### config.mk
export PLATFORM = sky130hd
export DESIGN_NAME = corr_bpred
export DESIGN_NICKNAME = d
export VERILOG_FILES = /design/src/rtl/bp_corr_pkg.sv /design/src/rtl/bp_ghist.sv /design/src/rtl/bp_addr.sv /design/src/rtl/bp_ctr_bank.sv /design/src/rtl/corr_bpred.sv
export SDC_FILE = /design/constraint.sdc
export NUM_CORES = 1
export LEC_CHECK = 0
export ABC_AREA = 1
export BUFFER_PORTS_ARGS = -buffer_cell sky130_fd_sc_hd__buf_2
export CAP_MARGIN = 20
export CORE_MARGIN = 10
export CORE_UTILIZATION = 25
export DETAILED_ROUTE_END_ITERATION = 12
export GPL_TIMING_DRIVEN = 0
export HOLD_SLACK_MARGIN = 0.1
export SYNTH_ARGS = -nofsm -noshare
export SYNTH_HDL_FRONTEND = slang
export SYNTH_HIERARCHICAL = 1
export SYNTH_SLANG_ARGS = --single-unit
### constraint.sdc
create_clock -name clk -period 2.35 [get_ports clk]
set_input_delay 0 -clock clk [delete_from_list [all_inputs] [get_ports clk]]
set_output_delay 0 -clock clk [all_outputs]
set_load 0.1 [all_outputs]
### src/rtl/bp_corr_pkg.sv
package bp_corr_pkg;

  typedef enum logic {
    OUT_NT = 1'b0,
    OUT_T  = 1'b1
  } outcome_e;

  function automatic int unsigned hist_port_w(int unsigned m);
    return (m > 0) ? m : 1;
  endfunction

endpackage

### src/rtl/bp_ghist.sv
module bp_ghist
  import bp_corr_pkg::*;
#(
  parameter int HIST_BITS = 2,
  localparam int HW = hist_port_w(HIST_BITS)
) (
  input  logic          clk,
  input  logic          rst,
  input  logic          shift_en,
  input  outcome_e      din,
  output logic [HW-1:0] hist
);

  generate
    if (HIST_BITS == 0) begin : g_none
      logic unused_in;
      assign unused_in = clk ^ rst ^ shift_en ^ din;
      assign hist = '0;
    end else if (HIST_BITS == 1) begin : g_one
      always_ff @(posedge clk) begin
        if (rst)
          hist <= '0;
        else if (shift_en)
          hist <= din;
      end
    end else begin : g_shift
      always_ff @(posedge clk) begin
        if (rst)
          hist <= '0;
        else if (shift_en)
          hist <= {hist[HW-2:0], din};
      end
    end
  endgenerate

endmodule

### src/rtl/bp_addr.sv
module bp_addr
  import bp_corr_pkg::*;
#(
  parameter int PC_W      = 32,
  parameter int PC_LSB    = 2,
  parameter int IDX_W     = 4,
  parameter int HIST_BITS = 2,
  localparam int HW = hist_port_w(HIST_BITS),
  localparam int AW = IDX_W + HIST_BITS
) (
  input  logic [PC_W-1:0] pc,
  input  logic [HW-1:0]   hist,
  output logic [AW-1:0]   addr
);

  logic [IDX_W-1:0] row;
  logic             unused_pc;

  assign row       = pc[PC_LSB +: IDX_W];
  assign unused_pc = ^pc;

  generate
    if (HIST_BITS == 0) begin : g_flat
      logic unused_hist;
      assign unused_hist = ^hist;
      assign addr = row;
    end else begin : g_corr
      assign addr = {row, hist};
    end
  endgenerate

endmodule

### src/rtl/bp_ctr_bank.sv
module bp_ctr_bank
  import bp_corr_pkg::*;
#(
  parameter int AW    = 6,
  parameter int CTR_W = 2,
  localparam int DEPTH = 1 << AW
) (
  input  logic             clk,
  input  logic             rst,
  input  logic [AW-1:0]    rd_addr,
  output logic [CTR_W-1:0] rd_ctr,
  input  logic             wr_en,
  input  logic [AW-1:0]    wr_addr,
  input  outcome_e         wr_dir,
  output logic [CTR_W-1:0] wr_old,
  output logic [CTR_W-1:0] wr_new
);

  localparam logic [CTR_W-1:0] C_MAX  = '1;
  localparam logic [CTR_W-1:0] C_INIT = C_MAX >> 1;
  localparam logic [CTR_W-1:0] C_ONE  = {{(CTR_W-1){1'b0}}, 1'b1};

  logic [CTR_W-1:0] ctr_q [DEPTH];

  assign rd_ctr = ctr_q[rd_addr];
  assign wr_old = ctr_q[wr_addr];

  always_comb begin
    wr_new = wr_old;
    if (wr_dir == OUT_T) begin
      if (wr_old != C_MAX) wr_new = wr_old + C_ONE;
    end else begin
      if (wr_old != '0) wr_new = wr_old - C_ONE;
    end
  end

  always_ff @(posedge clk) begin
    if (rst) begin
      for (int i = 0; i < DEPTH; i++) ctr_q[i] <= C_INIT;
    end else if (wr_en) begin
      ctr_q[wr_addr] <= wr_new;
    end
  end

endmodule

### src/rtl/corr_bpred.sv
module corr_bpred
  import bp_corr_pkg::*;
#(
  parameter int PC_W      = 32,
  parameter int PC_LSB    = 2,
  parameter int IDX_W     = 4,
  parameter int HIST_BITS = 2,
  parameter int CTR_W     = 2,
  localparam int HW = hist_port_w(HIST_BITS),
  localparam int AW = IDX_W + HIST_BITS
) (
  input  logic            clk,
  input  logic            rst,
  input  logic [PC_W-1:0] lk_pc,
  output logic            lk_pred,
  output logic [HW-1:0]   lk_ghist,
  input  logic            up_valid,
  input  logic [PC_W-1:0] up_pc,
  input  logic            up_taken,
  input  logic [HW-1:0]   up_ghist
);

  logic [AW-1:0]    lk_addr;
  logic [AW-1:0]    up_addr;
  logic [CTR_W-1:0] lk_ctr;
  logic [CTR_W-1:0] upd_old;
  logic [CTR_W-1:0] upd_new;
  outcome_e         up_dir;

  assign up_dir = outcome_e'(up_taken);

  bp_ghist #(.HIST_BITS(HIST_BITS)) u_hist (
    .clk      (clk),
    .rst      (rst),
    .shift_en (up_valid),
    .din      (up_dir),
    .hist     (lk_ghist)
  );

  bp_addr #(.PC_W(PC_W), .PC_LSB(PC_LSB), .IDX_W(IDX_W), .HIST_BITS(HIST_BITS)) u_lk_addr (
    .pc   (lk_pc),
    .hist (lk_ghist),
    .addr (lk_addr)
  );

  bp_addr #(.PC_W(PC_W), .PC_LSB(PC_LSB), .IDX_W(IDX_W), .HIST_BITS(HIST_BITS)) u_up_addr (
    .pc   (up_pc),
    .hist (up_ghist),
    .addr (up_addr)
  );

  bp_ctr_bank #(.AW(AW), .CTR_W(CTR_W)) u_bank (
    .clk     (clk),
    .rst     (rst),
    .rd_addr (lk_addr),
    .rd_ctr  (lk_ctr),
    .wr_en   (up_valid),
    .wr_addr (up_addr),
    .wr_dir  (up_dir),
    .wr_old  (upd_old),
    .wr_new  (upd_new)
  );

  assign lk_pred = lk_ctr[CTR_W-1];

endmodule

==> results.md, run 1 <==
- Crit Path Max Fanout: 10
- Worst-case clock buffer depth: 2
- Count of standard-cell rows: between 60 and 70
- Final min period: about 2200 ps
- Reg-to-reg slack, setup: roughly 110 ps
- Launching point of the worst reg2reg path: u_bank/ctr_q[24][1]$_SDFFCE_PN0P_
- Worst endpoint required time: 2520 ps
- H-tree lvl count: 4
- Via count: 7184
- Global placement routability congestion: around 0.94
- Result of the run: finished clean
- Transition time at the pin with the least slew margin: 816.6 ps
- Count of pins on the block boundary: 73
- Fin nets: about 1100
- Clock transition at the registers of the reported paths: 60 ps
- Pin count of the biggest net entering global routing: 17
- Power density over the cells: ~670 nW/um^2
- First-pass GRT wire length: roughly 41000 microns
- Most frequent cells in the layout: nand2_1, nor2_1, edfxtp_1
- Number of pins exceeding their max-slew limit in the final report: 0
- Via count of the first global-routing pass: 6854
- Global-route congestion overflow total: 0
- CTS tree: done
- Total routing usage reported by global routing: 14.03%
- Worst skew pair latency: between 400 and 500 ps
- Capture point of the worst reg-to-reg path: u_bank/ctr_q[33][1]$_SDFFCE_PN0P_
- Post-route total power: 5.971 mW
- Placed instance count: between 1000 and 1500
- Total of warnings raised by yosys: 6
- Hold path cells: 5
- Hold Crit Endpoint: u_bank/ctr_q[19][0]$_SDFFCE_PN1P_
- Total wire length: about 27000 microns
- Post-CTS setup buffer count: 0
- Final worst hold slack: between 200 and 250 ps
- DRT antenna net count: 0
- Count of input and output buffers: 6
- Number of sinks on the clock net: 130
- Fin. Hold Viols: 0
- Drt via density: 4.871
- Category of the most critical setup path: reg2reg
- Max-cap violations: 0
- Area of the die: between 30000 and 40000 sq um
- Ratio of cells with drive above 1 in the final layout: 8.990%
- Placeable core region: 30670 sq um
- Post-DR wirelength/cell: 18.64 microns
- Achievable Freq: 0.4469 GHz
- DRT Pass-1 Iters: 5
- Antenna violations before repair: 0
- Total nets after synthesis: ~1100
- Post-Route Skew: 9.533 ps
- Post-detailed-placement half-perimeter wirelength: a little under 20000 microns
- Overall die width: around 200 microns
- Total leakage power: 3.409 nW
- Min-Delay Startpoint: up_pc[5]
- Finish-stage setup viols: 0
- Peak ir drop on the vdd network: 0.4516 mV
- Data arrival at the endpoint of the critical path: 2410 ps
- Critical Path Start Type: flip-flop
- CTS root buf: clkbuf_16
- Reg2reg path depth: 14
- Max-slew headroom: a little under half
- Initial Util: between 20% and 30%
- Number of remaining DRC errors: 0
- Final antenna diode count: 0
- HP Class: in2reg
- Most common cell after layout, fill and taps aside: nand2_1
- Combined area of all synthesized cells: 7774 sq um
- Growth of design area from synthesis to finish: 14.63%
- Number of design-rule violations left by the first detailed-router iteration: 968
- CTS Buf Count: 17
- Gate count after technology mapping: between 1000 and 1500
- Vertical die dimension: roughly 200 microns
- Crit end category: flip-flop
- Post-route non-filler standard cell count: 1475
- Average footprint of a synthesized cell: ~7.5 sq um
- Unrepaired setup endpoints after global routing: yes
- Final cycle utilization of the critical path: a little over nine tenths
==> what timing repair did <==
action / in CTS / in global routing
hold buffers: 4 / 0
gates resized for setup: 4 / 16
hold endpoints to repair: 2 / 0
setup endpoints to repair: 1 / 66
pin swaps: 0 / 1
==> metrics by stage <==
| step | setup TNS, ps | worst slack (ps) | utilization, % | instance area [sq um] |
|---|---|---|---|---|
| floorplan | 0 | 227.4 | - | 7779 |
| global placement | -14510 | -157.4 | 27.08 | 8304 |
| detailed placement | -13710 | -149.0 | 27.08 | 8304 |
| CTS | 0 | 26.31 | 28.94 | 8876 |
| global route | -26.13 | -26.13 | 29.06 | 8911 |
| finish | 0 | 112.1 | 29.06 | 8911 |
==> registers in the layout (all words and copies together) (netlist names) <==
signal	cells
u_bank/ctr_q	128
u_hist/hist	2
==> final cells by class <==
cell class	count	area, sq um
Fill cell	3314	21760
Sequential cell	130	3886
Multi-Input combinational cell	717	2995
Buffer	85	530.5
Tap cell	396	495.5
Clock buffer	20	436.7
Inverter	105	397.9
Clock inverter	12	92.59
Timing Repair Buffer	10	76.32
==> power breakdown <==
| group | total, mW | switching (mW) | internal [mW] |
|---|---|---|---|
| Combinational | 0.903 | 0.641 | 0.262 |
| Clock | 2.41 | 0.983 | 1.43 |
| Sequential | 2.65 | 0.0516 | 2.60 |
| Total | 5.97 | 1.68 | 4.30 |
==> worst max-delay path: stages (launching register included) <==
cell and delay (ps):
edfxtp_1 430, nand2_1 100, nand2_1 50, nand2_1 50, nand2_1 50, nand2_1 50
nand2_1 120, nand2_1 100, nand2_1 60, nor2_1 130, nand2_1 70, nand2_1 100
clkbuf_4 270, buf_2 280, a21oi_1 120
==> metal layers <==
layer  GRT usage [%]  wire length, microns
met1           18.33                 11340
met5               0                     0
met2           21.37                 11990
met3           2.902                  2774
met4           7.523                  1383
==> how the worst max path moves through the flow <==
stage	cells past startpoint	from	slack [ps]	end
5_1_grt	10	u_hist/hist[0]$_SDFFE_PP0P_	-30	lk_pred
3_3_place_gp	14	up_pc[2]	-160	u_bank/ctr_q[6][1]$_SDFFCE_PN0P_
6_report	14	u_bank/ctr_q[24][1]$_SDFFCE_PN0P_	110	u_bank/ctr_q[33][1]$_SDFFCE_PN0P_
4_1_cts	10	u_hist/hist[0]$_SDFFE_PP0P_	30	lk_pred
2_1_floorplan	9	u_hist/hist[0]$_SDFFE_PP0P_	230	lk_pred
3_5_place_dp	15	up_ghist[1]	-150	u_bank/ctr_q[56][0]$_SDFFCE_PN1P_
No activity file was read; power rests on OpenSTA's default activity.
==> run 2, diff against run 1 <==
--- a/config.mk
+++ b/config.mk
@@ -8,11 +8,14 @@
 export ABC_AREA = 1
 export BUFFER_PORTS_ARGS = -buffer_cell sky130_fd_sc_hd__buf_2
 export CAP_MARGIN = 20
+export CELL_PAD_IN_SITES_DETAIL_PLACEMENT = 2
+export CELL_PAD_IN_SITES_GLOBAL_PLACEMENT = 2
 export CORE_MARGIN = 10
 export CORE_UTILIZATION = 25
 export DETAILED_ROUTE_END_ITERATION = 12
 export GPL_TIMING_DRIVEN = 0
 export HOLD_SLACK_MARGIN = 0.1
+export PLACE_DENSITY_LB_ADDON = 0.1
 export SYNTH_ARGS = -nofsm -noshare
 export SYNTH_HDL_FRONTEND = slang
 export SYNTH_HIERARCHICAL = 1
==> results.md, run 2 (same netlist as run 1, synthesis figures left out) <==
- Worst endpoint required time: 2350 ps (-170 ps)
- Clock transition at the registers of the reported paths: 60 ps (about the same)
- Count of standard-cell rows: 64 (unchanged)
- Vertical die dimension: 196.3 microns (unchanged)
- Drt via density: 4.805 (-1.3%)
- Crit end category: primary output
- First-pass GRT wire length: 52900 microns (+29%)
- Pin count of the biggest net entering global routing: 17 (unchanged)
- Count of pins on the block boundary: 73 (unchanged)
- Growth of design area from synthesis to finish: 18.30%
- Most common cell after layout, fill and taps aside: nand2_1
- Power density over the cells: 679.1 nW/um^2 (+1.3%)
- Count of input and output buffers: 6 (unchanged)
- Fin nets: 1149 (+1.1%)
- DRT antenna net count: 0 (unchanged)
- Most frequent cells in the layout: nand2_1, edfxtp_1, nor2_1
- Transition time at the pin with the least slew margin: 1043 ps (+226.4 ps)
- H-tree lvl count: 4 (unchanged)
- Area of the die: 38550 sq um (unchanged)
- Ratio of cells with drive above 1 in the final layout: 12.65% (+3.7 points)
- Total wire length: 37280 microns (+36%)
- Result of the run: finished clean
- Register name with the most flops: u_bank/ctr_q
- Data arrival at the endpoint of the critical path: 2250 ps (-160 ps)
- CTS root buf: clkbuf_16
- Number of pins exceeding their max-slew limit in the final report: 0 (unchanged)
- CTS Buf Count: 17 (unchanged)
- Total leakage power: 3.579 nW (+5.0%)
- Placeable core region: 30670 sq um (unchanged)
- Worst-case clock buffer depth: 2 (unchanged)
- Category of the most critical setup path: reg2out
- Antenna violations before repair: 0 (unchanged)
- DRT Pass-1 Iters: 5 (unchanged)
- Total routing usage reported by global routing: 19.32% (+5.3 points)
- Post-DR wirelength/cell: 25.07 microns (+35%)
- Global-route congestion overflow total: 0 (unchanged)
- Reg-to-reg slack, setup: 110 ps (about the same)
- Global placement routability congestion: 0.8816 (-5.8%)
- Initial Util: 25.35% (unchanged)
- Post-Route Skew: 9.681 ps (+0.1488 ps)
- Largest registers ranked by flip-flop count: u_bank/ctr_q: 128 flops, u_hist/hist: 2 flops
- Fin. Hold Viols: 0 (unchanged)
- Number of remaining DRC errors: 0 (unchanged)
- Post-detailed-placement half-perimeter wirelength: 26550 microns (+35%)
- Final antenna diode count: 0 (unchanged)
- Critical Path Start Type: flip-flop
- Crit Path Max Fanout: 8 (-2)
- Via count: 7145 (-0.54%)
- Overall die width: 196.3 microns (unchanged)
- Final min period: 2252 ps (+13.82 ps)
- Max FFs per register: 128 (unchanged)
- Achievable Freq: 0.4441 GHz (-0.61%)
- Final cycle utilization of the critical path: 95.82% (+0.59 points)
- Worst skew pair latency: 430 ps (about the same)
- Number of sinks on the clock net: 130 (unchanged)
- CTS tree: done
- Via count of the first global-routing pass: 7538 (+10%)
- Max-slew headroom: 29.93% (-16 points)
- Final worst hold slack: 200.6 ps (-23.68 ps)
- Number of design-rule violations left by the first detailed-router iteration: 435 (-55%)
- Max-cap violations: 0 (unchanged)
- Peak ir drop on the vdd network: 0.4600 mV (+1.9%)
- HP Class: in2reg
- Final cell utilization of the core: 29.99% (+0.93 points)
- Finish-stage setup viols: 0 (unchanged)
==> run 2: final cells by class <==
class,count,area [sq um]
Inverter,105,396.6
Tap cell,396,495.5
Sequential cell,130,3889
Fill cell,3574,21470
Timing Repair Buffer,22,212.7
Clock inverter,11,91.34
Clock buffer,20,436.7
Buffer,86,631.9
Multi-Input combinational cell,717,3043
==> run 2: worst paths after layout <==
path,from,end,cells after the start
setup reg to reg,u_bank/ctr_q[36][1]$_SDFFCE_PN0P_,u_bank/ctr_q[29][1]$_SDFFCE_PN0P_,14
setup / recovery,u_hist/hist[0]$_SDFFE_PP0P_,lk_pred,10
hold reg to reg,u_hist/hist[1]$_SDFFE_PP0P_,u_hist/hist[1]$_SDFFE_PP0P_,2
hold / removal,up_pc[5],u_bank/ctr_q[20][0]$_SDFFCE_PN1P_,5
==> run 2: worst max-delay path, stage by stage (launching register included) <==
cell and delay, ps:
dfxtp_4 370, buf_4 130, buf_6 140, buf_6 130
o21ai_0 80, o221ai_1 240, o211ai_1 190, nand3_1 150
nand3_2 80, nand2_2 110, buf_12 180
==> run 2: power by group <==
| part | leakage (nW) | switching, mW | internal, mW |
|---|---|---|---|
| clock | 0.255 | 1.05 | 1.44 |
| combinational | 2.16 | 0.770 | 0.341 |
| sequential | 1.17 | 0.0492 | 2.60 |
==> run 2: per-stage QoR <==
step	instance area (sq um)	total power, mW	instances	setup WS, ps	TNS, ps
finish	9196	6.245	1487	98.31	0
global route	9196	6.514	1487	-0.5553	-0.5553
CTS	8964	6.244	1478	0.06439	0
detailed placement	8304	3.692	1440	-711.4	-90990
global placement	8304	3.685	1440	-704.0	-89690
floorplan	7779	3.262	1038	227.4	0
==> run 2: timing repair <==
item / 4_1_cts / 5_1_grt
hold buffers: 4 / 0
endpoints found under the setup margin: 156 / 119
gates resized for setup: 30 / 66
buffers inserted: 3 / 7
cloned: 0 / 1
hold endpoints to repair: 2 / 0
pin swaps: 1 / 10
==> run 2: per-layer routing <==
| metal | up-vias | share of wire (%) | track usage (%) | wire length (microns) |
|---|---|---|---|---|
| li1 | 3374 | - | - | - |
| met1 | 3619 | 47 | 25.96 | 17640 |
| met2 | 124 | 47 | 31.55 | 17590 |
| met3 | 28 | 3.4 | 2.749 | 1259 |
| met4 | 0 | 2.1 | 5.684 | 786 |
| met5 | - | 0 | 0 | 0 |
==> run 3, diff against run 2 <==
--- a/config.mk
+++ b/config.mk
@@ -16,6 +16,7 @@
 export GPL_TIMING_DRIVEN = 0
 export HOLD_SLACK_MARGIN = 0.1
 export PLACE_DENSITY_LB_ADDON = 0.1
+export REMOVE_ABC_BUFFERS = 1
 export SYNTH_ARGS = -nofsm -noshare
 export SYNTH_HDL_FRONTEND = slang
 export SYNTH_HIERARCHICAL = 1
==> constraint.sdc (replaced) <==
create_clock -name clk -period 2.35 [get_ports clk]
set_input_delay 0 -clock clk [delete_from_list [all_inputs] [get_ports clk]]
set_output_delay 0 -clock clk [all_outputs]
set_load 0.01 [all_outputs]
==> results.md, run 3 (same netlist as run 1, synthesis figures left out) <==
- Result of the run: finished clean
- Number of design-rule violations left by the first detailed-router iteration: 341 (-22%)
- Growth of design area from synthesis to finish: 16.85%
- Max-slew headroom: 45.06% (+15 points)
- DRT antenna net count: 0 (unchanged)
- Via count: 6937 (-2.9%)
- Number of remaining DRC errors: 0 (unchanged)
- Number of pins exceeding their max-slew limit in the final report: 0 (unchanged)
- H-tree lvl count: 4 (unchanged)
- Most frequent cells in the layout: nand2_1, edfxtp_1, nor2_1
- Placed instance count: 1369 (-4.9%)
- Final cycle utilization of the critical path: 95.85% (about the same)
- Number of sinks on the clock net: 130 (unchanged)
- Vertical die dimension: 196.3 microns (unchanged)
- Peak ir drop on the vdd network: 0.4616 mV (+0.35%)
- Cell-by-cell listing of the critical path: buf_16 -> clkinvlp_4 -> buf_12 -> o21ai_1 -> o22ai_1 -> o211ai_1 -> nand3_1 -> nand3_1 -> nand2_2 -> buf_2
- Initial Util: 25.35% (unchanged)
- CTS root buf: clkbuf_16
- Count of standard-cell rows: 64 (unchanged)
- Register name with the most flops: u_bank/ctr_q
- Power density over the cells: 678.2 nW/um^2 (-0.14%)
- Drt via density: 4.848 (+0.89%)
- Critical Path Start Type: flip-flop
- Worst endpoint required time: 2350 ps (about the same)
- Via count of the first global-routing pass: 7407 (-1.7%)
- Cell with the largest stage delay on the worst path: o211ai_1
- Final min period: 2253 ps (+0.8915 ps)
- Clock transition at the registers of the reported paths: 60 ps (about the same)
- CTS Buf Count: 17 (unchanged)
- Data arrival at the endpoint of the critical path: 2250 ps (about the same)
- Count of pins on the block boundary: 73 (unchanged)
- Worst path depth: 10 (unchanged)
- Overall die width: 196.3 microns (unchanged)
- Post-Route Skew: 14.34 ps (+4.663 ps)
- Final worst setup slack: 97.42 ps (-0.8915 ps)
- Global placement routability congestion: 0.7210 (-18%)
- Crit end category: primary output
- HP Class: in2reg
- Reg2reg path depth: 10 (-4)
- Finish-stage setup viols: 0 (unchanged)
- Post-DR wirelength/cell: 23.70 microns (-5.4%)
- Final antenna diode count: 0 (unchanged)
- Max FFs per register: 128 (unchanged)
- Crit-path leading delay family: buffers and inverters
- Largest registers ranked by flip-flop count: u_bank/ctr_q: 128 flops, u_hist/hist: 2 flops
- Total leakage power: 3.390 nW (-5.3%)
- Most common cell after layout, fill and taps aside: nand2_1
- Reg-to-reg slack, setup: 100 ps (about the same)
- Worst-case clock buffer depth: 2 (unchanged)
- Count of input and output buffers: 16 (+10)
- Fin nets: 1092 (-5.0%)
- Pin count of the biggest net entering global routing: 72 (+55)
- Total routing usage reported by global routing: 17.58% (-1.7 points)
- Antenna violations before repair: 1 (+1)
- Hold path cells: 5 (unchanged)
- Max-cap violations: 0 (unchanged)
- Filler cell count: 3534 (-1.1%)
- Category of the most critical setup path: reg2out
- Post-route non-filler standard cell count: 1431 (-3.8%)
- Crit Path Max Fanout: 9 (+1)
- Worst skew pair latency: 440 ps (about the same)
- Fin. Hold Viols: 0 (unchanged)
- Combined buffer and inverter count along the critical path: 4 (unchanged)
- Ratio of cells with drive above 1 in the final layout: 10.34% (-2.3 points)
- Area of the die: 38550 sq um (unchanged)
- Largest stage delay on the critical path: 370 ps (about the same)
- Global-route congestion overflow total: 0 (unchanged)
- Post-detailed-placement half-perimeter wirelength: 18890 microns (-29%)
- Post-place setup slack: -1962 ps (-1251 ps)
- First-pass GRT wire length: 49410 microns (-6.6%)
- Achievable Freq: 0.4439 GHz (about the same)
- Cell mode on critical path: nand3_1
- Placeable core region: 30670 sq um (unchanged)
- CTS tree: done
- Transition time at the pin with the least slew margin: 817.8 ps (-225.2 ps)
- Total wire length: 33920 microns (-9.0%)
- DRT Pass-1 Iters: 5 (unchanged)
[run 3: timing repair]
action | CTS | global route
setup endpoints to repair | 191 | 126
endpoints found under the hold margin | 2 | 0
hold buffers | 3 | 0
pin swaps | 12 | 9
gates cloned | 10 | 0
buffers inserted | 16 | 3
gates resized for setup | 41 | 20
[run 3: per-stage QoR]
stage | hold WS (ps) | util, % | cell area (sq um) | TNS [ps] | total power [mW]
4_1_cts | 213.1 | 29.36 | 9004 | 0 | 6.213
6_report | 223.5 | 29.62 | 9084 | 0 | 6.160
5_1_grt | 248.0 | 29.62 | 9084 | -154.1 | 6.412
2_1_floorplan | 129.4 | - | 7271 | -85000 | 3.075
3_5_place_dp | 308.3 | 26.09 | 8000 | -292060 | 3.516
3_3_place_gp | 269.8 | 25.58 | 7846 | -958460 | 3.467
[run 3: path summary, 6_finish.rpt]
| path | to | start |
|---|---|---|
| setup / recovery | lk_pred | u_hist/hist[1]$_SDFFE_PP0P_ |
| hold / removal | u_bank/ctr_q[19][0]$_SDFFCE_PN1P_ | up_pc[3] |
| hold reg to reg | u_hist/hist[1]$_SDFFE_PP0P_ | u_hist/hist[1]$_SDFFE_PP0P_ |
| setup reg to reg | u_bank/ctr_q[36][1]$_SDFFCE_PN0P_ | u_bank/ctr_q[44][0]$_SDFFCE_PN1P_ |
[run 3: layer usage]
layer / vias up / track usage, % / part of all wire (%)
met3: 36 / 3.853 / 4.3
met2: 117 / 30.47 / 50
met5: - / 0 / 0.021
li1: 3281 / - / -
met4: 2 / 4.666 / 1.9
met1: 3501 / 21.54 / 44
[run 3: where the power goes]
group	leakage (nW)	total (mW)	internal, mW	switching, mW
combinational	1.98	1.11	0.280	0.832
clock	0.247	2.42	1.34	1.08
sequential	1.17	2.63	2.60	0.0305
[run 3: area by class of cell]
class	instances	area, sq um	share of cell area [%]
clock buffers	18	429.2	4.725
inverters	105	429.2	4.725
repair buffers	42	420.4	4.628
well taps	396	495.5	5.455
multi-input cells	726	3326	36.61
clock inverters	14	92.59	1.019
flip-flops and latches	130	3891	42.84
[run 3: tightest hold or removal path: stages]
cell and delay, ps:
buf_2 140, nor3_1 110, inv_1 140, nor2_1 80, nand2_1 60
